===== src/rtl/arb3w_pkg.sv =====
package arb3w_pkg;

  typedef enum logic [2:0] {
    ST_IDLE  = 3'd0,
    ST_OFFER = 3'd1,
    ST_READY = 3'd2,
    ST_HELD  = 3'd3,
    ST_DRAIN = 3'd4
  } arb_st_e;

  // bit slots of the synchronized pin vector
  localparam int SYNC_W  = 4;
  localparam int SB_EREQ = 3;
  localparam int SB_ACK  = 2;
  localparam int SB_AS   = 1;
  localparam int SB_UGNT = 0;

endpackage


===== src/rtl/arb3w_rst_sync.sv =====
module arb3w_rst_sync (
  input  logic clk,
  input  logic arst_n,
  output logic rst_q_n
);
  logic meta_q;

  always_ff @(posedge clk or negedge arst_n) begin
    if (!arst_n) begin
      meta_q  <= 1'b0;
      rst_q_n <= 1'b0;
    end else begin
      meta_q  <= 1'b1;
      rst_q_n <= meta_q;
    end
  end
endmodule


===== src/rtl/arb3w_sync.sv =====
module arb3w_sync #(
  parameter int WIDTH  = 1,
  parameter int STAGES = 2
) (
  input  logic             clk,
  input  logic             rst_n,
  input  logic [WIDTH-1:0] d,
  output logic [WIDTH-1:0] q
);
  logic [STAGES-1:0][WIDTH-1:0] chain_q;

  always_ff @(posedge clk or negedge rst_n) begin
    if (!rst_n) begin
      chain_q <= '0;
    end else begin
      chain_q[0] <= d;
      for (int s = 1; s < STAGES; s++) begin
        chain_q[s] <= chain_q[s-1];
      end
    end
  end

  assign q = chain_q[STAGES-1];
endmodule


===== src/rtl/arb3w_pick.sv =====
module arb3w_pick #(
  parameter int N = 4
) (
  input  logic [N-1:0] req,
  output logic [N-1:0] pick
);
  logic [N:0] seen;

  assign seen[0] = 1'b0;

  for (genvar i = 0; i < N; i++) begin : g_slot
    assign pick[i]   = req[i] & ~seen[i];
    assign seen[i+1] = seen[i] | req[i];
  end
endmodule


===== src/rtl/arb3w_fsm.sv =====
module arb3w_fsm
  import arb3w_pkg::*;
#(
  parameter int N_INT = 3,
  parameter int OWN_W = 3
) (
  input  logic             clk,
  input  logic             rst_n,
  input  logic             mode_i,
  input  logic [N_INT:0]   req_vec,
  input  logic [N_INT:0]   pick,
  input  logic             as_s,
  input  logic             ack_s,
  input  logic             ugnt_s,
  output logic [N_INT:0]   gnt_vec,
  output logic             up_req,
  output logic             up_ack,
  output logic [OWN_W-1:0] owner
);
  localparam int NM = N_INT + 1;

  arb_st_e       st_q, st_n;
  logic [NM-1:0] win_q;
  logic          mode_q;
  logic          ack_q, as_q;
  logic          ld_win;
  logic          win_req;
  logic          ack_rise;
  logic          gnt_on;
  logic [OWN_W-1:0] own_code;

  assign win_req  = |(req_vec & win_q);
  assign ack_rise = ack_s & ~ack_q & ~as_q;
  assign ld_win   = (st_q == ST_IDLE);

  // next-state logic
  always_comb begin
    st_n = st_q;
    unique case (st_q)
      ST_IDLE: begin
        if (|pick) st_n = ST_OFFER;
      end
      ST_OFFER: begin
        if (!win_req)    st_n = ST_IDLE;
        else if (mode_q) begin
          if (ugnt_s)    st_n = ST_READY;
        end
        else if (ack_rise) st_n = ST_HELD;
      end
      ST_READY: begin
        if (!win_req || !ugnt_s)  st_n = ST_IDLE;
        else if (!as_s && !ack_s) st_n = ST_HELD;
      end
      ST_HELD: begin
        if (mode_q) begin
          if (!win_req) st_n = ST_IDLE;
        end
        else if (!ack_s)   st_n = ST_IDLE;
        else if (!win_req) st_n = ST_DRAIN;
      end
      ST_DRAIN: begin
        if (!ack_s) st_n = ST_IDLE;
      end
      default: st_n = ST_IDLE;
    endcase
  end

  // registers
  always_ff @(posedge clk or negedge rst_n) begin
    if (!rst_n) begin
      st_q   <= ST_IDLE;
      win_q  <= '0;
      mode_q <= 1'b0;
      ack_q  <= 1'b0;
      as_q   <= 1'b0;
    end else begin
      st_q  <= st_n;
      ack_q <= ack_s;
      as_q  <= as_s;
      if (ld_win) begin
        win_q  <= pick;
        mode_q <= mode_i;
      end
    end
  end

  // outputs decoded from registers only
  assign gnt_on  = mode_q ? (st_q == ST_HELD)
                          : ((st_q == ST_OFFER) || (st_q == ST_HELD));
  assign gnt_vec = gnt_on ? win_q : '0;
  assign up_req  = mode_q && ((st_q == ST_OFFER) || (st_q == ST_READY));
  assign up_ack  = mode_q && (st_q == ST_HELD);

  always_comb begin
    own_code = '0;
    for (int i = 0; i < NM; i++) begin
      if (win_q[i]) own_code = OWN_W'(i + 1);
    end
  end

  assign owner = ((st_q == ST_HELD) || (st_q == ST_DRAIN)) ? own_code : '0;

  AST_WIN_ONEHOT: assert property (@(posedge clk) disable iff (!rst_n)
    $onehot0(win_q));
  AST_ONE_GRANT: assert property (@(posedge clk) disable iff (!rst_n)
    $onehot0(gnt_vec));
  AST_TAKE_NEEDS_ACK: assert property (@(posedge clk) disable iff (!rst_n)
    (!mode_q && owner != '0 && $past(owner) == '0) |-> $past(ack_s));
  AST_RELEASE_DROPS_GRANT: assert property (@(posedge clk) disable iff (!rst_n)
    (!mode_q && st_q == ST_HELD && !win_req && ack_s) |=> (gnt_vec == '0));
  AST_WITHDRAW: assert property (@(posedge clk) disable iff (!rst_n)
    (st_q == ST_OFFER && !win_req) |=> (gnt_vec == '0 && owner == '0 && !up_req));
  AST_REV_NO_EXT: assert property (@(posedge clk) disable iff (!rst_n)
    mode_q |-> !gnt_vec[N_INT]);
  AST_UP_ONLY_REV: assert property (@(posedge clk) disable iff (!rst_n)
    (up_req || up_ack) |-> (mode_q && !(up_req && up_ack)));
  AST_MODE_FROZEN: assert property (@(posedge clk) disable iff (!rst_n)
    (st_q != ST_IDLE && $past(st_q) != ST_IDLE) |-> $stable(mode_q));

endmodule


===== src/rtl/bus_arb3w.sv =====
module bus_arb3w
  import arb3w_pkg::*;
#(
  parameter  int N_INT       = 3,
  parameter  int SYNC_STAGES = 2,
  localparam int OWN_W       = $clog2(N_INT + 2)
) (
  input  logic             clk,
  input  logic             rst_n,
  input  logic             rev_mode_i,
  input  logic             ext_req_i,
  input  logic             ack_pin_i,
  input  logic             as_pin_i,
  input  logic             up_grant_i,
  input  logic [N_INT-1:0] int_req_i,
  input  logic [N_INT-1:0] int_ack_i,
  output logic             ext_grant_o,
  output logic [N_INT-1:0] int_grant_o,
  output logic             up_req_o,
  output logic             up_ack_o,
  output logic [OWN_W-1:0] owner_o
);
  logic              rst_q_n;
  logic [SYNC_W-1:0] pin_raw, pin_s;
  logic [N_INT:0]    req_vec, cand, pick, gnt_vec;
  logic              ack_all;

  arb3w_rst_sync u_rst (
    .clk     (clk),
    .arst_n  (rst_n),
    .rst_q_n (rst_q_n)
  );

  assign pin_raw = {ext_req_i, ack_pin_i, as_pin_i, up_grant_i};

  arb3w_sync #(.WIDTH(SYNC_W), .STAGES(SYNC_STAGES)) u_sync (
    .clk   (clk),
    .rst_n (rst_q_n),
    .d     (pin_raw),
    .q     (pin_s)
  );

  assign req_vec = {pin_s[SB_EREQ], int_req_i};
  assign cand    = req_vec & {~rev_mode_i, {N_INT{1'b1}}};
  assign ack_all = pin_s[SB_ACK] | (|int_ack_i);

  arb3w_pick #(.N(N_INT + 1)) u_pick (
    .req  (cand),
    .pick (pick)
  );

  arb3w_fsm #(.N_INT(N_INT), .OWN_W(OWN_W)) u_fsm (
    .clk     (clk),
    .rst_n   (rst_q_n),
    .mode_i  (rev_mode_i),
    .req_vec (req_vec),
    .pick    (pick),
    .as_s    (pin_s[SB_AS]),
    .ack_s   (ack_all),
    .ugnt_s  (pin_s[SB_UGNT]),
    .gnt_vec (gnt_vec),
    .up_req  (up_req_o),
    .up_ack  (up_ack_o),
    .owner   (owner_o)
  );

  assign ext_grant_o = gnt_vec[N_INT];
  assign int_grant_o = gnt_vec[N_INT-1:0];

endmodule


===== config.mk =====
export PLATFORM = sky130hd
export DESIGN_NAME = bus_arb3w
export DESIGN_NICKNAME = d
export VERILOG_FILES = /design/src/rtl/arb3w_pkg.sv /design/src/rtl/arb3w_rst_sync.sv /design/src/rtl/arb3w_sync.sv /design/src/rtl/arb3w_pick.sv /design/src/rtl/arb3w_fsm.sv /design/src/rtl/bus_arb3w.sv
export SDC_FILE = /design/constraint.sdc
export NUM_CORES = 1
export LEC_CHECK = 0
export BUFFER_PORTS_ARGS = -buffer_cell sky130_fd_sc_hd__buf_2
export CORE_UTILIZATION = 45
export DETAILED_ROUTE_END_ITERATION = 10
export HOLD_SLACK_MARGIN = 0.1
export PLACE_DENSITY = 0.78
export SYNTH_ARGS = -nofsm -noshare
export SYNTH_HDL_FRONTEND = slang
export SYNTH_SLANG_ARGS = --single-unit
export TNS_END_PERCENT = 50

===== constraint.sdc =====
create_clock -name clk -period 2.9 [get_ports clk]
set_input_delay 0.145 -clock clk [delete_from_list [all_inputs] [get_ports clk]]
set_output_delay 0.145 -clock clk [all_outputs]
set_load 0.01 [all_outputs]

==> results of run 1 <==
sequential cells by signal, summed over array words and instances (netlist names):
register,flops
u_rst.meta_q,1
u_fsm.as_q,1
u_fsm.mode_q,1
u_fsm.st_q,3
u_sync.chain_q,4
u_rst.rst_q_n,1
u_sync.q,4
u_fsm.ack_q,1
u_fsm.win_q,4
metal layers:
metal	vias up	track usage (%)
met2	23	30.14
met5	-	0
li1	361	-
met1	364	26.25
met3	2	2.308
met4	0	5.143
synthesized netlist by cell type, types with 2 or more instances:
master and count:
sky130_fd_sc_hd__dfrtp_1 20, sky130_fd_sc_hd__nand2_1 9, sky130_fd_sc_hd__nor2_1 7, sky130_fd_sc_hd__nor3_1 5, sky130_fd_sc_hd__inv_1 4, sky130_fd_sc_hd__and2_1 3, sky130_fd_sc_hd__o21ai_0 3, sky130_fd_sc_hd__a21oi_1 2
sky130_fd_sc_hd__and2b_1 2, sky130_fd_sc_hd__mux2i_1 2, sky130_fd_sc_hd__nand2b_1 2, sky130_fd_sc_hd__nand3_1 2, sky130_fd_sc_hd__nand3b_1 2, sky130_fd_sc_hd__o21ai_1 2
what timing repair did:
item,4_1_cts,5_1_grt
setup buffers,0,0
endpoints found under the hold margin,7,0
hold buffers,6,0
critical path, delay by kind of cell, from the launching register on:
family | cells | cell delay [ps]
buffers and inverters | 1 | 150
flip-flops | 1 | 590
AND/OR/NAND/NOR | 2 | 420
AO/OA/AOI/OAI | 1 | 210
metrics by stage:
step	hold slack, ps	util, %	std cells
global placement	-70.71	53.54	132
detailed placement	-67.68	53.54	132
finish	111.0	59.34	142
floorplan	-150.6	-	86
global route	116.7	59.34	142
CTS	110.9	59.34	142
power breakdown:
group | internal [uW] | leakage [uW] | switching, uW | total, uW
combinational | 147 | 0.000260 | 178 | 325
sequential | 327 | 0.000241 | 80.5 | 408
clock | 139 | 0.0000279 | 81.6 | 221
placed cells by master, fill, tap and decap left out, types with 2 or more instances in the layout:
master / count
sky130_fd_sc_hd__o21ai_1: 2
sky130_fd_sc_hd__a21oi_1: 2
sky130_fd_sc_hd__buf_2: 21
sky130_fd_sc_hd__nor3_1: 5
sky130_fd_sc_hd__dfrtp_1: 20
sky130_fd_sc_hd__inv_1: 4
sky130_fd_sc_hd__and2b_1: 2
sky130_fd_sc_hd__o21ai_0: 3
sky130_fd_sc_hd__nand3_1: 2
sky130_fd_sc_hd__nand3b_1: 2
sky130_fd_sc_hd__nand2_1: 9
sky130_fd_sc_hd__nand2b_1: 2
sky130_fd_sc_hd__nor2_1: 7
sky130_fd_sc_hd__dlygate4sd3_1: 6
sky130_fd_sc_hd__clkbuf_4: 3
sky130_fd_sc_hd__and2_1: 3
sky130_fd_sc_hd__mux2i_1: 2
worst min path at each step:
| stage | to | from | cells after the start |
|---|---|---|---|
| after floorplan | u_rst.meta_q$_DFF_PN0_ | rst_n | 0 |
| after global placement | u_rst.meta_q$_DFF_PN0_ | rst_n | 1 |
| after detailed placement | u_rst.rst_q_n$_DFF_PN0_ | rst_n | 1 |
| after CTS | u_fsm.win_q[0]$_DFFE_PN0N_ | int_req_i[0] | 3 |
| after global routing | u_fsm.win_q[0]$_DFFE_PN0N_ | int_req_i[0] | 3 |
| final | u_fsm.win_q[0]$_DFFE_PN0N_ | int_req_i[0] | 3 |
cells by family after synthesis:
group                  count (synthesis)  synth area share, %
AND/OR/NAND/NOR                       40                24.87
buffers and inverters                  6                4.323
other                                  1               0.4050
multiplexers                           2                2.162
XOR/XNOR                               1               0.9461
flip-flops                            20                54.05
AO/OA/AOI/OAI                         16                13.24
cell type report:
type / count / area (um2) / area share (%)
sequential: 20 / 500.5 / 43.43
inverter: 4 / 15.01 / 1.303
clock inverter: 1 / 30.03 / 2.606
timing repair buffer: 27 / 165.2 / 14.33
multi-input combinational: 60 / 385.4 / 33.44
tap: 27 / 33.78 / 2.932
clock buffer: 3 / 22.52 / 1.954
==> impl_metrics.ini, run 1 <==
[outcome]
run_status = completed

[critical_path]
rr_endpoint = u_fsm.st_q[1]$_DFFE_PN0P_
sort_of_element_at_the_end_of_the_critical_path = output port
timing.rr.start = u_fsm.st_q[1]$_DFFE_PN0P_
timing.reg2reg.setup_slack_ps = 1460
timing.critical_path.cells = nand3b_1, a21boi_0, nor3_1, buf_2
critPathLaunchType = flop
cpMaxStageDelayCell = sky130_fd_sc_hd__dfrtp_1
timing.critical_path.from = u_fsm.st_q[1]$_DFFE_PN0P_
crit_end = owner_o[1]
critical_path.max_stage_delay_ps = 590
worstPathArrival_ps = 1650
timing.setup.critical_path_class = reg2out
worstRegToRegCells = 4
critical_path_peak_fanout = 11
timing.critical_path.required_ps = 2760

[die]
rows = 16
fp.dieArea_um2 = 2243
die-height_um = 47.36
floorplan.initialDensity_pct = 47.68
placeableCoreArea_um2 = 1942
pin_count = 22
floorplan.die.width_um = 47.36

[final_layout]
finish.instance_area_um2 = 1152
drive_gt1_share_pct = 28.70
antennaDiodeCount = 0
fillerInstances = 160
fin_nets = 129
layout-area-overhead-vs-synth_pct = 24.46

[power_and_ir_drop]
total_leakage_power_uw = 0.0005289
ir_drop_uv = 502.7
power.density_nw_per_um2 = 827.0
total_power_uw = 953.0

[synth]
async_reset_ff_share_pct = 100.0
synthesis.area_per_instance_um2 = 10.77
synth_ff_type = sky130_fd_sc_hd__dfrtp_1
sequential_fraction_of_the_synthesis_area_pct = 54.05
ys_top_cells_by_area = sky130_fd_sc_hd__dfrtp_1 54%, sky130_fd_sc_hd__nand2_1 3.6%, sky130_fd_sc_hd__nor2_1 2.8%
yosys.area.top_type = sky130_fd_sc_hd__dfrtp_1
synth.cell_area_um2 = 925.9
postSynthCellCount = 86
synthesis.nets = 99
synth_edf_count = 0
synth.ff_latch_count = 20
yosysWarningCount = 0
netlist.area_leader.share_pct = 54.05
synth.lib_cells_used.distinct = 35

[detailed_routing]
route.detailed.vias_per_inst = 5.282
route.layer.met1.wl_um = 793
route.detailed.drc = 0
wl_mm = 1.860
antenna_violating_nets_post_route = 0
detailedRoute.firstIterationViolations = 17
topmost_layer_with_routed_signal_wires = met4
detailroute.wirelength.met3_um = 91
routed_wire_length_per_instance_um = 13.10
drt_first_pass_iters = 4
vias = 750
wl_met2_um = 963

[place]
place_ws_ps = 1446
globalplace.congestion = 0.7711
hpwl_mm = 1.333
placement.io_buffers = 21
placement.cell_area_um2 = 1040

[global_route]
grt_antenna_before_repair = 0
largest_net_degree_at_the_start_of_global_routing = 19
grt_use_total_pct = 18.55
number_of_global_route_vias_before_repair = 674
globalRouteOverflowTotal = 0
grt_pass1_wl_mm = 2.849

[timing]
report.final.hold_viol_count = 0
finalCritPeriodShare_pct = 61.99
fin_setup_tns_ps = 0
relSlewSlack_pct = 54.60
timing_max_transition_violations_final = 0
achievable-frequency_mhz = 556.2
setup_violations = 0
postLayoutSetupSlackWorst_ps = 1102
fin_crit_ps = 1798
tightestPinTransition_ps = 681.1
grt_setup_unrepaired = false
timing.clock.skew_ps = 6.392

[clock_tree]
clk-insertion-delay-late_ps = 290
clk_transition_reported_paths_ps = 110
h_tree_levels = 1
cts.path.max_buffers = 2
cts_tree = done
cts.repair.resized = 0
numCtsBuffers = 3
cts.root.buffer_cell = sky130_fd_sc_hd__clkbuf_4
cts.sinks = 20

[min_path]
holdCritPathClass = in2reg

[flow_run]
maxCapViolCount = 0
Note: power is estimated with default switching activity, not from simulation.
==> run 2, diff against run 1 <==
--- a/config.mk
+++ b/config.mk
@@ -9,7 +9,7 @@
 export CORE_UTILIZATION = 45
 export DETAILED_ROUTE_END_ITERATION = 10
 export HOLD_SLACK_MARGIN = 0.1
-export PLACE_DENSITY = 0.78
+export PLACE_DENSITY = 0.8
 export SYNTH_ARGS = -nofsm -noshare
 export SYNTH_HDL_FRONTEND = slang
 export SYNTH_SLANG_ARGS = --single-unit
==> constraint.sdc (replaced) <==
create_clock -name clk -period 1.57 [get_ports clk]
set_input_delay 0.0785 -clock clk [delete_from_list [all_inputs] [get_ports clk]]
set_output_delay 0.0785 -clock clk [all_outputs]
set_load 0.01 [all_outputs]
==> run 2 against run 1 <==
Against the previous run:
- cell count grew 11%
- critical path depth grew 1
- non-clock buffer count grew 16
- flip-flop and latch count is the same
- die area is the same
- critical endpoint is now up_ack_o
- largest cell class unchanged
- critical path type unchanged
- utilization grew 8.3 points
- clock-buffer cell count grew 1
- total power grew 96%
- setup slack lost 1100 ps
- first-iteration DRC count grew 35%
- sequential share of layout area shrank 5.0 points
- wire length grew 25%
==> impl_metrics.ini, run 2 (synthesis results as in run 1) <==
[final_layout]
post-route-util_pct = 67.65
drive_gt1_share_pct = 38.93
layout.cells.most_common_list = 21 x sky130_fd_sc_hd__buf_2, 17 x sky130_fd_sc_hd__dfrtp_1, 13 x sky130_fd_sc_hd__dlygate4sd3_1
layout.cells.most_common = sky130_fd_sc_hd__buf_2
fin_nets = 145
antennaDiodeCount = 0
finish.instance_area_um2 = 1314
layout-area-overhead-vs-synth_pct = 41.89
fillerInstances = 150

[critical_path]
critical-path-top-cell-by-count = sky130_fd_sc_hd__buf_4
critical_path.max_stage_delay_ps = 450
critical_path_peak_fanout = 4
cpMaxStageDelayCell = sky130_fd_sc_hd__dfrtp_2
timing.rr.start = u_fsm.st_q[1]$_DFFE_PN0P_
worstPathArrival_ps = 1470
timing.setup.critical_path_class = reg2out
critPathLaunchType = flop
crit_path_buffers_inverters = 3
sort_of_element_at_the_end_of_the_critical_path = output port
timing.critical_path.from = u_fsm.st_q[2]$_DFFE_PN0P_
timing.critical_path.required_ps = 1490
timing.critical_path.cells = nand3b_1, buf_4, buf_4, nor2_2, buf_2
critical_path.top_delay_family = flip-flops

[place]
placement.cell_area_um2 = 1040
globalplace.congestion = 0.7978
hpwl_mm = 1.280
placement.io_buffers = 21

[timing]
fin_worst_hold_slack_ps = 304.9
timing.clock.skew_ps = 0.7164
finalCritPeriodShare_pct = 98.83
achievable-frequency_mhz = 644.5
report.final.hold_viol_count = 0
fin_crit_ps = 1552
relSlewSlack_pct = 51.80
tightestPinTransition_ps = 722.9
setup_violations = 0
timing_max_transition_violations_final = 0

[power_and_ir_drop]
net-switching-power_uw = 728.0
intPower_uw = 1140
share_clk_of_total_power_pct = 15.8
power.density_nw_per_um2 = 1421
ir_drop_uv = 982.8
total_power_uw = 1867
sw_frac_of_total_pct = 38.98
total_leakage_power_uw = 0.0006060
sequentialPowerShare_pct = 39.6
p_comb_share_pct = 44.7

[detailed_routing]
antenna_violating_nets_post_route = 0
route.detailed.drc = 0
drt_first_pass_iters = 4
detailedRoute.firstIterationViolations = 23
vias = 834
wl_mm = 2.316
route.detailed.vias_per_inst = 5.278
routed_wire_length_per_instance_um = 14.66

[die]
die-height_um = 47.36
fp.dieArea_um2 = 2243
floorplan.initialDensity_pct = 47.68
placeableCoreArea_um2 = 1942
rows = 16
floorplan.die.width_um = 47.36
pin_count = 22

[clock_tree]
cts.path.max_buffers = 2
cts.sinks = 20
h_tree_levels = 1
cts_tree = done
numCtsBuffers = 3
clk_transition_reported_paths_ps = 110
cts.root.buffer_cell = sky130_fd_sc_hd__clkbuf_4
clk-insertion-delay-late_ps = 300

[global_route]
globalRouteOverflowTotal = 0
grt_pass1_wl_mm = 3.201
grt_use_total_pct = 21.27
largest_net_degree_at_the_start_of_global_routing = 19
number_of_global_route_vias_before_repair = 714
grt_antenna_before_repair = 0

[flow_run]
maxCapViolCount = 0

[outcome]
run_status = completed

[min_path]
holdCritPathClass = reg2async
## run 2: path summary, 6_finish.rpt
kind / to / slack, ps / depth (start not counted)
worst max-delay path: up_ack_o / 20 / 5
worst min-delay path: u_fsm.win_q[2]$_DFFE_PN0N_ / 300 / 0
worst max register to register: u_fsm.st_q[0]$_DFFE_PN0P_ / 90 / 5
worst min register to register: u_fsm.win_q[2]$_DFFE_PN0N_ / 300 / 0
max in group asynchronous: u_fsm.st_q[2]$_DFFE_PN0P_ / 770 / 0
min in group clk: u_sync.q[1]$_DFF_PN0_ / 360 / 0
## run 2: timing repair
item,4_1_cts,5_1_grt
resized for setup,7,6
endpoints found under the setup margin,6,7
hold endpoints to repair,13,0
hold buffers,13,0
setup buffers,6,3
pin swaps,0,1
## run 2: per-layer routing
layer  global-route usage, %  up-vias  share of wire, %  wire length [um]
met4                   12.57        0               3.8                87
met2                   29.59       41                46              1072
li1                        -      386                 -                 -
met3                   3.846       12               5.5               127
met5                       0        -                 0                 0
met1                   30.79      395                44              1028
## run 2: metrics by stage
stage | setup WS [ps] | std cells | setup TNS, ps
final | 18.39 | 158 | 0
after global routing | -30.63 | 158 | -114.0
after CTS | 5.160 | 155 | 0
after detailed placement | 155.3 | 132 | 0
after global placement | 217.1 | 132 | 0
after floorplan | 262.3 | 86 | 0
## run 2: area by class of cell
type	count	area, um2	area share, %
Clock buffer	4	36.28	2.762
Sequential cell	20	504.2	38.38
Tap cell	27	33.78	2.571
Multi-Input combinational cell	60	421.7	32.10
Inverter	4	15.01	1.143
Timing Repair Buffer	43	302.8	23.05
## run 2: power groups by stage
stage	registers, uW	clock network (uW)	logic, uW
finish	739	294	835
global route	754	317	901
CTS	719	302	733
detailed placement	751	0	579
global placement	739	0	573
floorplan	684	0	510
## run 2: worst register-to-register path, delay by kind of cell (launching register included)
kind	cells	cell delay [ps]
flops	1	490
simple gates	1	220
buf+inv	1	180
compound gates	3	510
